--- config.mk ---
export PLATFORM = sky130hd
export DESIGN_NAME = irq_chain_slot
export DESIGN_NICKNAME = d
export VERILOG_FILES = /design/src/rtl/irq_slot_pkg.sv /design/src/rtl/irq_done_flag.sv /design/src/rtl/irq_mask_latch.sv /design/src/rtl/irq_ack_gate.sv /design/src/rtl/irq_chain_slot.sv
export SDC_FILE = /design/constraint.sdc
export NUM_CORES = 1
export LEC_CHECK = 0
export CAP_MARGIN = 15
export CORE_AREA = 4 4 41 43
export DETAILED_ROUTE_END_ITERATION = 12
export DIE_AREA = 0 0 45 47
export GPL_TIMING_DRIVEN = 0
export PLACE_DENSITY = 0.85
export SYNTH_ARGS = -nofsm -noshare
export SYNTH_HDL_FRONTEND = slang
export SYNTH_SLANG_ARGS = --single-unit
--- constraint.sdc ---
create_clock -name clk_i -period 2.4 [get_ports clk_i]
set_input_delay 0.48 -clock clk_i [delete_from_list [all_inputs] [get_ports clk_i]]
set_output_delay 0.48 -clock clk_i [all_outputs]
set_load 0.05 [all_outputs]
--- src/rtl/irq_slot_pkg.sv ---
package irq_slot_pkg;
  localparam int unsigned DATA_W = 16;
  localparam int unsigned MASK_W = 16;
  localparam int unsigned CHAN_W = 6;
  typedef logic [CHAN_W-1:0] chan_t;
  typedef logic [DATA_W-1:0] data_t;
  typedef logic [MASK_W-1:0] mask_t;
endpackage

--- src/rtl/irq_done_flag.sv ---
module irq_done_flag
  import irq_slot_pkg::*;
#(
  parameter chan_t CHAN = chan_t'(1)
) (
  input  logic  clk_i,
  input  logic  rst_ni,
  input  logic  set_i,
  input  logic  clr_stb_i,
  input  chan_t clr_chan_i,
  output logic  done_o
);
  logic clr_hit;
  assign clr_hit = clr_stb_i && (clr_chan_i == CHAN);

  // set has priority so an event arriving with the clear is not lost
  always_ff @(posedge clk_i or negedge rst_ni) begin
    if (!rst_ni)      done_o <= 1'b0;
    else if (set_i)   done_o <= 1'b1;
    else if (clr_hit) done_o <= 1'b0;
  end

  AST_SET_TAKES: assert property (@(posedge clk_i) disable iff (!rst_ni)
    set_i |=> done_o);
  AST_CLR_TAKES: assert property (@(posedge clk_i) disable iff (!rst_ni)
    (clr_stb_i && clr_chan_i == CHAN && !set_i) |=> !done_o);
  AST_CLR_OTHER: assert property (@(posedge clk_i) disable iff (!rst_ni)
    (done_o && !(clr_stb_i && clr_chan_i == CHAN)) |=> done_o);
endmodule

--- src/rtl/irq_mask_latch.sv ---
module irq_mask_latch
  import irq_slot_pkg::*;
#(
  parameter int unsigned MASK_BIT = 0,
  parameter bit          USE_MASK = 1'b1
) (
  input  logic  clk_i,
  input  logic  rst_ni,
  input  logic  ld_i,
  input  mask_t mask_i,
  output logic  masked_o
);
  logic unused_mask;
  assign unused_mask = ^mask_i;

  if (USE_MASK) begin : g_mask
    logic bit_q;
    always_ff @(posedge clk_i or negedge rst_ni) begin
      if (!rst_ni)   bit_q <= 1'b0;
      else if (ld_i) bit_q <= mask_i[MASK_BIT];
    end
    assign masked_o = bit_q;

    AST_MASK_LOAD: assert property (@(posedge clk_i) disable iff (!rst_ni)
      ld_i |=> (masked_o == $past(mask_i[MASK_BIT])));
    AST_MASK_HOLD: assert property (@(posedge clk_i) disable iff (!rst_ni)
      !ld_i |=> $stable(masked_o));
  end else begin : g_nomask
    logic unused_ctl;
    assign unused_ctl = ld_i ^ clk_i ^ rst_ni;
    assign masked_o   = 1'b0;
  end
endmodule

--- src/rtl/irq_ack_gate.sv ---
module irq_ack_gate
  import irq_slot_pkg::*;
#(
  parameter chan_t CHAN = chan_t'(1)
) (
  input  logic  req_i,
  input  logic  ack_i,
  output logic  ack_o,
  output logic  oe_o,
  output data_t data_o
);
  localparam int unsigned PAD_W = DATA_W - CHAN_W;
  localparam data_t CHAN_WORD = {{PAD_W{1'b0}}, CHAN};

  always_comb begin
    ack_o  = ack_i & ~req_i;
    oe_o   = ack_i & req_i;
    data_o = oe_o ? CHAN_WORD : '0;
  end
endmodule

--- src/rtl/irq_chain_slot.sv ---
module irq_chain_slot
  import irq_slot_pkg::*;
#(
  parameter chan_t       CHAN     = chan_t'(1),
  parameter int unsigned MASK_BIT = 0,
  parameter bit          USE_MASK = 1'b1
) (
  input  logic        clk_i,
  input  logic        rst_ni,
  input  logic        set_done_i,
  input  logic        clr_stb_i,
  input  logic [5:0]  clr_chan_i,
  input  logic        mask_ld_i,
  input  logic [15:0] mask_i,
  input  logic        ack_i,
  output logic        ack_o,
  output logic        irq_o,
  output logic        data_oe_o,
  output logic [15:0] data_o
);
  logic done_q;
  logic masked_q;

  irq_done_flag #(.CHAN(CHAN)) u_done (
    .clk_i      (clk_i),
    .rst_ni     (rst_ni),
    .set_i      (set_done_i),
    .clr_stb_i  (clr_stb_i),
    .clr_chan_i (clr_chan_i),
    .done_o     (done_q)
  );

  irq_mask_latch #(.MASK_BIT(MASK_BIT), .USE_MASK(USE_MASK)) u_mask (
    .clk_i    (clk_i),
    .rst_ni   (rst_ni),
    .ld_i     (mask_ld_i),
    .mask_i   (mask_i),
    .masked_o (masked_q)
  );

  // masked requests stay pending in done_q but leave the line alone
  assign irq_o = done_q & ~masked_q;

  irq_ack_gate #(.CHAN(CHAN)) u_gate (
    .req_i  (irq_o),
    .ack_i  (ack_i),
    .ack_o  (ack_o),
    .oe_o   (data_oe_o),
    .data_o (data_o)
  );

  AST_ACK_BLOCKED: assert property (@(posedge clk_i) disable iff (!rst_ni)
    irq_o |-> !ack_o);
  AST_OE_EXCL: assert property (@(posedge clk_i) disable iff (!rst_ni)
    data_oe_o |-> (ack_i && !ack_o));
  AST_IDLE_BUS: assert property (@(posedge clk_i) disable iff (!rst_ni)
    !data_oe_o |-> (data_o == 16'h0000));
  AST_MASKED_SILENT: assert property (@(posedge clk_i) disable iff (!rst_ni)
    masked_q |-> (!irq_o && !data_oe_o));
  AST_PASS_IDLE: assert property (@(posedge clk_i) disable iff (!rst_ni)
    !done_q |-> (ack_o == ack_i));
endmodule

# Word-level counts from Yosys, hierarchy flattened
# Cells that the tools add are included.
# op_classes
muxes,3
n_bitwise,5
n_reduce_logical,2
n_eq_ne,1
# ops
op,count
$eq A6 B1 Y1 const B,1
$and A1 B1 Y1,3
$mux W1,3
$not A1 Y1,2
$reduce_bool A2 Y1,1
$logic_and A1 B1 Y1,1
# word_totals
input_bits,28
wordCells,13
reg_bits,2
output_inout_bits,19

# Logic depth before layout (Yosys ltp)
# depth
depth_word,4
mapped_depth,3

# By module
# From an unflattened synthesis, not the netlist that was laid out.
# hier_totals
cells_unflattened,27
hier_area_um2,245.2
# by_module_without_submodules
module,instances,cells_per_inst,seq_area_each_um2,area_each_um2
irq_ack_gate,1,19,0.0,140.1
irq_done_flag,1,5,25.0,51.3
irq_mask_latch,1,2,25.0,40.0
irq_chain_slot,1,1,0.0,13.8

# Worst setup path before layout
# OpenSTA, ideal clock, no wires.
# synth_timing
kind,reg2out
startpoint,"register u_mask.g_mask.bit_q, in the netlist u_mask.masked_o"
endpoint,output data_o[0]
path_stages_with_launch,4
path_buffers,1
slack_ns,0.250
arrival_ns,1.670
cell_sequence,dfrtp_1 -> nor2b_2 -> and2_1 -> buf_4
# synth_between
elab_chain_cells,4
# synth_rtl
item,line,source
start: declaration,irq_mask_latch.sv:17,logic bit_q;
start signal: assignment,irq_mask_latch.sv:20,else if (ld_i) bit_q <= mask_i[MASK_BIT];
$not A1 Y1,irq_chain_slot.sv:42,assign irq_o = done_q & ~masked_q;
$and A1 B1 Y1,irq_chain_slot.sv:42,
via irq_o,irq_chain_slot.sv:17,"output logic irq_o,"
$and A1 B1 Y1,irq_ack_gate.sv:17,oe_o = ack_i & req_i;
via data_oe_o,irq_chain_slot.sv:18,"output logic data_oe_o,"
$mux W1,irq_ack_gate.sv:18,data_o = oe_o ? CHAN_WORD : '0;
end: declaration,irq_chain_slot.sv:19,output logic [15:0] data_o
# The timed path passes the listed nets, and every way through them passes these cells.

# Worst setup path after layout
# layout_timing
startpoint,input ack_i
endpoint,output data_o[0]
# layout_between
elab_chain_cells,2
# layout_rtl
item,line,source
start: declaration,irq_chain_slot.sv:15,"input logic ack_i,"
$and A1 B1 Y1,irq_ack_gate.sv:17,
$mux W1,irq_ack_gate.sv:18,
# Every way passes these cells.

==> metrics.txt <==
slew at the pin closest to its max-slew limit=0.5086 ns; antenna cells=0; Net Sw Frac=42.84%; clock share of power=30.4%; NetSw=0.1045 mW; die width=45 µm; Post-synth top cells=buf_4 (16), dfrtp_1 (2), nor4b_2 (2); maximum net fanout on the critical path=2; min cycle time layout=2.171 ns; Post-DRT Antenna Nets=0; power share of the combinational group=54.5%; CTS tree=yes; drt pass-1 iters=1; Req. time, crit path=1.92 ns; Area Growth Syn to Fin=105.1%; post-CTS setup buffer count=0; CP Launch Type=input pin; total CTS buffers=3; Synth area leaders=buf_4 (49%), dfrtp_1 (20%), nor4b_2 (12%), mux2_2 (4.6%), nor2b_2 (3.6%); Max VDD drop=0.0001348 V; Compound-Gate Fraction of Synth Area=2.041%; multi-input logic area=127.6 µm²; DRC Markers=0; global route total overflow=0; Yosys warnings=0; Starting DRT DRC Count=0; Max clock buf depth=2; r2r setup slk=1.65 ns; status=complete, no violations; die outline area=0.002115 mm²; share of the synthesized area in the top cell type=48.98%; period utilisation layout=90.44%; routed wire length=646 µm; Via density=3.093; die height=47 µm; sequential fraction of the synthesis area=20.41%; critical path endpoint category=primary output; internal power=0.1394 mW; Port Buf Inserts=16; TritonCTS sink count=2; Netlist Area Pre-Place=245.2 µm²; final setup fails=0; Worst Clk Skew=0 ns; final hold slack=0.4232 ns; Reg clk slew, reported paths=0.03 ns; Post-Synth Adder-Cell Area=0%; Critical Path AT=1.69 ns; share of layout cells above drive strength 1=38.33%; mux cell area share after synthesis=4.592%; Distinct cells, synth=10; RSZ-0062 raised after global routing=false; Cell Pwr Density=484.8 mW/mm²; most common cell in the netlist=buf_4; Fin. Hold Viols=0; register area=50.05 µm²; post-DP HPWL=571.5 µm; Total Routing Usage GR=6.556%; flops & latches, synth=2; initial antenna violation count=0; Initial Util=18.85%; register share of total power=15.1%; MaxCap Viol Count=0; Clock Latency Late Sink=0.22 ns; Cell Rows=13; # nets final=90; Post-Synthesis Cells=27; Pins Over Slew Limit=0; pin count of the biggest net entering global routing=4; wire per inst=8.613 µm; Post-synth top flop=dfrtp_1; number of synthesized flops with an enable pin=0; Clock Root Buffer=clkbuf_4; setup TNS=0 ns; Achievable Freq=460.7 MHz; Yosys top cell by area=buf_4; core area=0.001301 mm²; # fillers=139; xor and xnor area share after synthesis=0%; Pleak=0.2830 nW; global-route wire length before repair=876 µm; IO Pins=47; async set-or-reset flop fraction in the synthesized netlist=100.0%; # H-tree levels=1; largest family of logic cells by synthesized area=buffers and inverters; Avg Cell Area, Syn=9.083 µm²; Worst Reg2Reg Path Length in Cells=1; Setup Crit Path Kind=input pin to primary output; Relative slew margins=66.04%; worst min-delay path category=input pin to async pin; Post-Synth Simple-Gate Area=22.45%; routability-driven placement congestion ratio=0.5828; Vias=232; vias in the first global route=224
==> final cells by class <==
type                       instances  area share [%]
timing repair buffer              16           32.59
multi-input combinational         23           25.37
buffer                            16           23.88
sequential                         2           9.950
clock buffer                       3           4.478
tap                               15           3.731
==> final timing paths <==
path,start,endpoint
hold reg to reg,u_mask.masked_o,u_mask.masked_o
max in group asynchronous,rst_ni,u_done.done_o
min in group clk_i,u_mask.masked_o,u_mask.masked_o
setup reg to reg,u_mask.masked_o,u_mask.masked_o
setup / recovery,ack_i,data_o[0]
hold / removal,rst_ni,u_mask.masked_o
==> layer usage <==
layer	global-route usage [%]	vias to the layer above	part of all wire, %
met4	7.018	0	0
met5	0	-	0
met3	5.364	0	26
met1	4.773	87	25
li1	-	121	-
met2	10.17	24	49
==> state kept, by name, summed over array words and instances, names as in the netlist <==
register / count
u_done.done_o: 1
u_mask.masked_o: 1
==> stage by stage <==
| step | power, mW | cells | worst slack, ns | area [µm²] | utilization [%] |
|---|---|---|---|---|---|
| global route | 0.2540 | 75 | 0.1798 | 503.0 | 38.65 |
| finish | 0.2439 | 75 | 0.2295 | 503.0 | 38.65 |
| CTS | 0.2494 | 75 | 0.02792 | 498.0 | 38.27 |
| detailed placement | 0.1710 | 72 | -0.05726 | 476.7 | 36.63 |
| floorplan | 0.1374 | 41 | 0.2501 | 297.8 | - |
| global placement | 0.1695 | 72 | -0.03531 | 476.7 | 36.63 |
==> power groups by stage <==
stage / combinational (mW) / clock [mW] / sequential, mW
3_3_place_gp: 0.132 / 0 / 0.0372
3_5_place_dp: 0.134 / 0 / 0.0373
2_1_floorplan: 0.100 / 0 / 0.0371
5_1_grt: 0.139 / 0.0774 / 0.0373
6_report: 0.133 / 0.0741 / 0.0369
4_1_cts: 0.133 / 0.0798 / 0.0369
==> worst max-delay path, stage by stage <==
cell and delay [ns]:
clkdlybuf4s50_1 0.46, and2_1 0.14, buf_4 0.10, dlygate4sd2_1 0.51
==> placed cells by master (no fill, tap or decap), drive strengths merged, types with 2 or more instances in the layout <==
cell type and n:
buf 16, clkbuf 3, clkdlybuf4s50 13, conb 15
dfrtp 2, dlymetal6s2s 2, nor2b 2, nor4b 2
==> kinds of logic (layout without fill, tap and decap cells) <==
logic type             Yosys count  in the layout
buffers and inverters           16             35
DFF                              2              2
AOI/OAI and AO/OA                1              1
other                            1             15
muxes                            1              1
and+or+nand+nor                  6              6
==> repair_timing <==
action	4_1_cts	5_1_grt
gates resized for setup	1	2
pin swaps	0	0
hold buffers	0	0
setup endpoints to repair	1	2
Note: power is estimated with default switching activity, not from simulation.
